## src/rtl/adc_align_pkg.sv

```systemverilog
`timescale 1ns/1ps
package adc_align_pkg;

    // Fill sequencer states
    typedef enum logic [1:0] {
        ST_CLEAR = 2'd0,
        ST_FILL  = 2'd1,
        ST_LIVE  = 2'd2
    } fill_state_t;

endpackage

```

## src/rtl/dec_delay_line.sv

```systemverilog
`timescale 1ns/1ps
// Chain of DEPTH registers of width W whose clock edges alternate.
// The first register uses the rising edge when FIRST_RISE is set.
module dec_delay_line #(
    parameter int W          = 2,
    parameter int DEPTH      = 2,
    parameter bit FIRST_RISE = 1'b1
) (
    input  logic         clk,
    input  logic         rst,
    input  logic [W-1:0] din,
    output logic [W-1:0] dout
);

    logic [W-1:0] link [DEPTH+1];

    assign link[0] = din;

    for (genvar j = 0; j < DEPTH; j++) begin : g_tap
        localparam bit RISE = ((j % 2) == 0) ? FIRST_RISE : !FIRST_RISE;
        logic [W-1:0] q;

        if (RISE) begin : g_rise
            always_ff @(posedge clk) begin
                if (rst) q <= '0;
                else     q <= link[j];
            end
        end else begin : g_fall
            always_ff @(negedge clk) begin
                if (rst) q <= '0;
                else     q <= link[j];
            end
        end

        assign link[j+1] = q;
    end

    assign dout = link[DEPTH];

endmodule

```

## src/rtl/fill_tracker.sv

```systemverilog
`timescale 1ns/1ps
// Counts rising edges after reset until the alignment pipe holds a
// complete post-reset sample; the flag is registered on the falling edge.
module fill_tracker
    import adc_align_pkg::*;
#(
    parameter int FILL_EDGES = 4
) (
    input  logic clk,
    input  logic rst,
    output logic valid_q
);

    localparam int CW = $clog2(FILL_EDGES + 1);
    localparam logic [CW-1:0] LAST = CW'(FILL_EDGES - 1);

    fill_state_t   state_q, state_n;
    logic [CW-1:0] cnt_q, cnt_n;
    logic          live;

    // State register
    always_ff @(posedge clk) begin
        if (rst) begin
            state_q <= ST_CLEAR;
            cnt_q   <= '0;
        end else begin
            state_q <= state_n;
            cnt_q   <= cnt_n;
        end
    end

    // Transitions
    always_comb begin
        state_n = state_q;
        cnt_n   = cnt_q;
        unique case (state_q)
            ST_CLEAR: begin
                state_n = ST_FILL;
                cnt_n   = CW'(1);
            end
            ST_FILL: begin
                if (cnt_q == LAST) state_n = ST_LIVE;
                else               cnt_n   = cnt_q + CW'(1);
            end
            ST_LIVE:  state_n = ST_LIVE;
            default:  state_n = ST_CLEAR;
        endcase
    end

    // Outputs
    always_comb begin
        unique case (state_q)
            ST_LIVE: live = 1'b1;
            default: live = 1'b0;
        endcase
    end

    always_ff @(negedge clk) begin
        if (rst) valid_q <= 1'b0;
        else     valid_q <= live;
    end

endmodule

```

## src/rtl/adc_decision_align.sv

```systemverilog
`timescale 1ns/1ps
// Aligns staggered stage decision pairs so one sample's bits emerge together.
// N_STAGES must be odd so that the last stage captures on the rising edge.
module adc_decision_align #(
    parameter int N_STAGES = 7,
    parameter int PAIR_W   = 2
) (
    input  logic                         clk,
    input  logic                         rst,
    input  logic [N_STAGES*PAIR_W-1:0]   dec_in,
    output logic [N_STAGES*PAIR_W-1:0]   aligned_word,
    output logic                         aligned_valid
);

    localparam int WORD_W     = N_STAGES * PAIR_W;
    localparam int OUT_HALF   = N_STAGES;          // half-cycle of shared output edge
    localparam int FILL_EDGES = (N_STAGES + 1) / 2;

    for (genvar i = 0; i < N_STAGES; i++) begin : g_stage
        localparam int HI    = WORD_W - 1 - i * PAIR_W;
        localparam int DEPTH = OUT_HALF - i + 1;

        dec_delay_line #(
            .W          (PAIR_W),
            .DEPTH      (DEPTH),
            .FIRST_RISE ((i % 2) == 0)
        ) u_line (
            .clk  (clk),
            .rst  (rst),
            .din  (dec_in[HI -: PAIR_W]),
            .dout (aligned_word[HI -: PAIR_W])
        );
    end

    fill_tracker #(
        .FILL_EDGES (FILL_EDGES)
    ) u_fill (
        .clk     (clk),
        .rst     (rst),
        .valid_q (aligned_valid)
    );

endmodule

```

## config.mk

```make
export PLATFORM = sky130hd
export DESIGN_NAME = adc_decision_align
export DESIGN_NICKNAME = d
export VERILOG_FILES = /design/src/rtl/adc_align_pkg.sv /design/src/rtl/dec_delay_line.sv /design/src/rtl/fill_tracker.sv /design/src/rtl/adc_decision_align.sv
export SDC_FILE = /design/constraint.sdc
export NUM_CORES = 1
export LEC_CHECK = 0
export ABC_CLOCK_PERIOD_IN_PS = 2900
export BUFFER_PORTS_ARGS = -buffer_cell sky130_fd_sc_hd__buf_4
export CORE_ASPECT_RATIO = 1.25
export CORE_MARGIN = 2
export CORE_UTILIZATION = 40
export DETAILED_ROUTE_END_ITERATION = 6
export GPL_TIMING_DRIVEN = 0
export RECOVER_POWER = 25
export SLEW_MARGIN = 0
export SYNTH_ARGS = -nofsm -noshare
export SYNTH_HDL_FRONTEND = slang
export SYNTH_SLANG_ARGS = --single-unit
```

## constraint.sdc

```tcl
create_clock -name clk -period 2.9 [get_ports clk]
set_clock_uncertainty 0.1 [all_clocks]
set_input_delay 0 -clock clk [delete_from_list [all_inputs] [get_ports clk]]
set_output_delay 0 -clock clk [all_outputs]
set_load 0.05 [all_outputs]
```

# Word-level counts from Yosys, hierarchy flattened
# Index checks and enable logic that the tools add are counted.
# W data, S select, Z words.
# word_totals
regBits	76
input_bits	16
out_inout_bits	15
word_cells	52
# classes
n_addsub	1
eq_ne	5
muxes	5
reduce_logical	3
# op_table
operator	n
$pmux W2 S3	1
$pmux W3 S2	1
$add A3 B1 Y3 const B	1
$eq A3 B2 Y1 const B	1
$mux W3	1
$eq A2 B1 Y1 const B	1
$eq A2 B2 Y1 const B	1
$logic_not A2 Y1	1
$mux W2	1
$ne A2 B1 Y1 const B	1
$ne A2 B2 Y1 const B	1
$reduce_and A2 Y1	1
$reduce_bool A2 Y1	1
$mux W1	1

# Logic depth before layout (Yosys ltp)
# logic_depth
ltp_word	3
ltp_mapped	5
mapped_depth_nobuf	5

# Modules after synthesis
# A second synthesis with hierarchy kept.
# unflattened
hier_cells	183
area_unflattened_um2	2302.2
# modules_own_cells
mod	instances	cells_per_inst	area_per_inst_um2
dec_delay_line at g_stage[0].u_line	1	34	467.9
dec_delay_line at g_stage[1].u_line	1	30	411.6
dec_delay_line at g_stage[2].u_line	1	26	370.4
fill_tracker	1	33	301.5
dec_delay_line at g_stage[3].u_line	1	21	266.5
dec_delay_line at g_stage[4].u_line	1	17	214.0
dec_delay_line at g_stage[5].u_line	1	13	161.4
dec_delay_line at g_stage[6].u_line	1	9	108.9

==> metrics.yaml <==
yosys:
  yosys.area.top_type_share_pct: 69.2
  ys_seq_area_share_pct: 69.2
  synth_common_cells: "dfxtp_1, nor2b_1, ha_1"
  synth_nets: 204
  yosysMostFrequentCell: "dfxtp_1"
  netlist-cell-type-count: 19
  synthArstFlopShare_pct: 0
  synthTopCellsByArea: "dfxtp_1, nor2b_1, ha_1, buf_2, mux2i_1"
  avgSynthCellArea_um2: 12.1
  synth_seq_cells: 76
  synth_area_mm2: 0.00220
  synth_edf_count: 0
  ys_warn_count: 0
  ys.flop_type: "dfxtp_1"
  yosysTopAreaCell: "dfxtp_1"
  synthCells: 182
outcome:
  status: "finished, final reports clean"
critical_path:
  cp_cell_sequence: "dlygate4sd3_1, clkbuf_1, buf_2, nor2b_1"
  crit_fanout: 10
  start_kind: "input port"
  slowest_delay_ns: 0.59
  cp-end-kind: "flop"
  critical_path_class: "in2reg"
  critPathTopFamily: "buffers and inverters"
  timing.critical_path.buf_inv: 3
  r2r_start: "u_fill.state_q[0]"
  crit_slowest_cell: "dlygate4sd3_1"
  critPathLaunch: "rst"
  cp.required_ns: 1.60
  arrival_ns: 1.33
finish:
  fin_area_mm2: 0.00290
  multi_input_area_um2: 624
  final-instance-count-excl-fill: 339
  final-seq-area_mm2: 0.00152
  final_nets: 292
  fillers: 499
  syn2layout_area_growth_pct: 31.8
  antenna_cells: 0
  drive_above_1_share_pct: 16.4
min_path:
  min-delay-start: "dec_in[4]"
  holdCritPathClass: "in2reg"
sta:
  whs_ns: 0.321
  relSlewSlack_pct: 68.7
  worst_slew_pin_slew_ns: 0.469
  fin_ws_ns: 0.270
  final-setup-viol-count: 0
  slew_viol_final: 0
  rsz0062_at_grt: "false"
  fin_tns_setup_ns: 0
  finalHoldViolCount: 0
route:
  wl_um: 3040
  drc: 0
  via_per_inst: 4.12
  vias: 1398
  avgRoutedWirePerCell_um: 8.95
  drtIter0Drc: 30
  drtPass1Iterations: 3
  drt.antenna.violating_nets: 0
die:
  die_h_um: 86.9
  die_x_um: 70.3
  dieArea_mm2: 0.00611
  pin_count: 31
  initial_core_util_pct: 41.0
  core_area_mm2: 0.00537
  rows: 30
pwr:
  p_per_area_mw_per_mm2: 753
  ir_drop_mv: 0.429
  p_leak_nw: 1.37
place:
  dpl_cell_area_mm2: 0.00250
  hpwlAfterDp_um: 1850
  place_inst: 275
  portBuffers: 29
  place_ws_ns: 0.467
  gp_congestion: 0.613
clocking:
  cts-hold-fix-buffers: 10
  cts_tree: "yes"
  cts-resized-gates: 0
  ctsLongestPathBuffers: 2
  cts_buffers: 9
  postCtsSetupRepairBufs: 0
  clk_pin_slew_worst_paths_ns: 0.08
  cts_htree_levels: 3
  cts_sinks: 76
  clk_latency_ns: 0.37
  clockRootBuffer: "clkbuf_8"
run:
  maxCapViolCount: 0
grt:
  grt_overflow_total: 0
  grt_antenna_before_repair: 0
  grt_max_degree: 13
  grt_pass1_vias: 1266
  grt_pass1_wl_um: 5260
  grt_usage_pct: 11.7
## metal layers
metal / vias up / track usage, % / routed length, µm / part of all wire (%)
li1: 735 / - / - / -
met1: 631 / 12.3 / 1330 / 44
met2: 26 / 19.0 / 1490 / 49
met3: 6 / 3.13 / 127 / 4.2
met4: 0 / 10.5 / 89 / 2.9
met5: - / 0 / 0 / 0
## power by group
group | switching, W | internal (W) | leakage [nW]
clock network | 0.000477 | 0.000385 | 0.289
logic | 0.000105 | 0.0000963 | 0.461
registers | 0.0000205 | 0.00110 | 0.621
total | 0.000602 | 0.00158 | 1.37
## path summary, 6_finish.rpt
check / slack, ns / endpoint / cells past startpoint
worst max-delay path: 0.27 / g_stage[5].u_line.g_tap[0].q[1] / 4
worst min-delay path: 0.32 / g_stage[4].u_line.g_tap[0].q[0] / 3
worst max register to register: 0.50 / u_fill.valid_q / 3
worst min register to register: 0.37 / u_fill.cnt_q[2] / 2
## area by class of cell
type                       instances  area share (%)
buffer                             8            1.21
inverter                           3           0.389
tap                               64            2.76
sequential                        76            52.5
clock buffer                      13            4.79
timing repair buffer              39            11.0
clock inverter                    42            5.83
multi-input combinational         94            21.5
## state kept, by name, indices dropped and copies added (netlist names)
signal,cells
u_fill.state_q,2
u_fill.cnt_q,3
g_stage.u_line.g_tap.q,56
u_fill.valid_q,1
g_stage.u_line.dout,14
## worst register-to-register path, cell delays in order (launching register included)
cell,delay (ns)
dfxtp_1,0.38
inv_1,0.08
ha_1,0.19
nor2b_1,0.12
## through the flow
step / utilization (%) / power [W]
3_3_place_gp: 46.5 / 0.00141
2_1_floorplan: - / 0.00136
3_5_place_dp: 46.5 / 0.00142
6_report: 54.0 / 0.00218
5_1_grt: 54.0 / 0.00234
4_1_cts: 54.0 / 0.00222
## placed cells by master, fill, tap and decap left out
master and count:
clkinv_4 2, nor2b_1 71, or4b_1 1, clkinv_2 1, clkbuf_8 9, inv_1 42, dlygate4sd3_1 10, nand2_1 1
ha_1 6, buf_4 29, nand2b_1 1, dfxtp_1 76, o21bai_1 1, o21ai_0 2, nor3_1 1, nor3b_1 1
buf_1 1, and2_0 1, clkbuf_1 7, nor2_1 3, mux2i_1 2, nand3b_1 1, a21oi_1 2, buf_2 4
## cells by family after synthesis
group | Yosys count | synth area share (%)
and+or+nand+nor | 81 | 22.9
DFF | 76 | 69.2
buffers and inverters | 12 | 2.28
adders and majority gates | 6 | 3.41
AOI/OAI and AO/OA | 5 | 1.25
muxes | 2 | 0.911
Note: power is estimated with default switching activity, not from simulation.
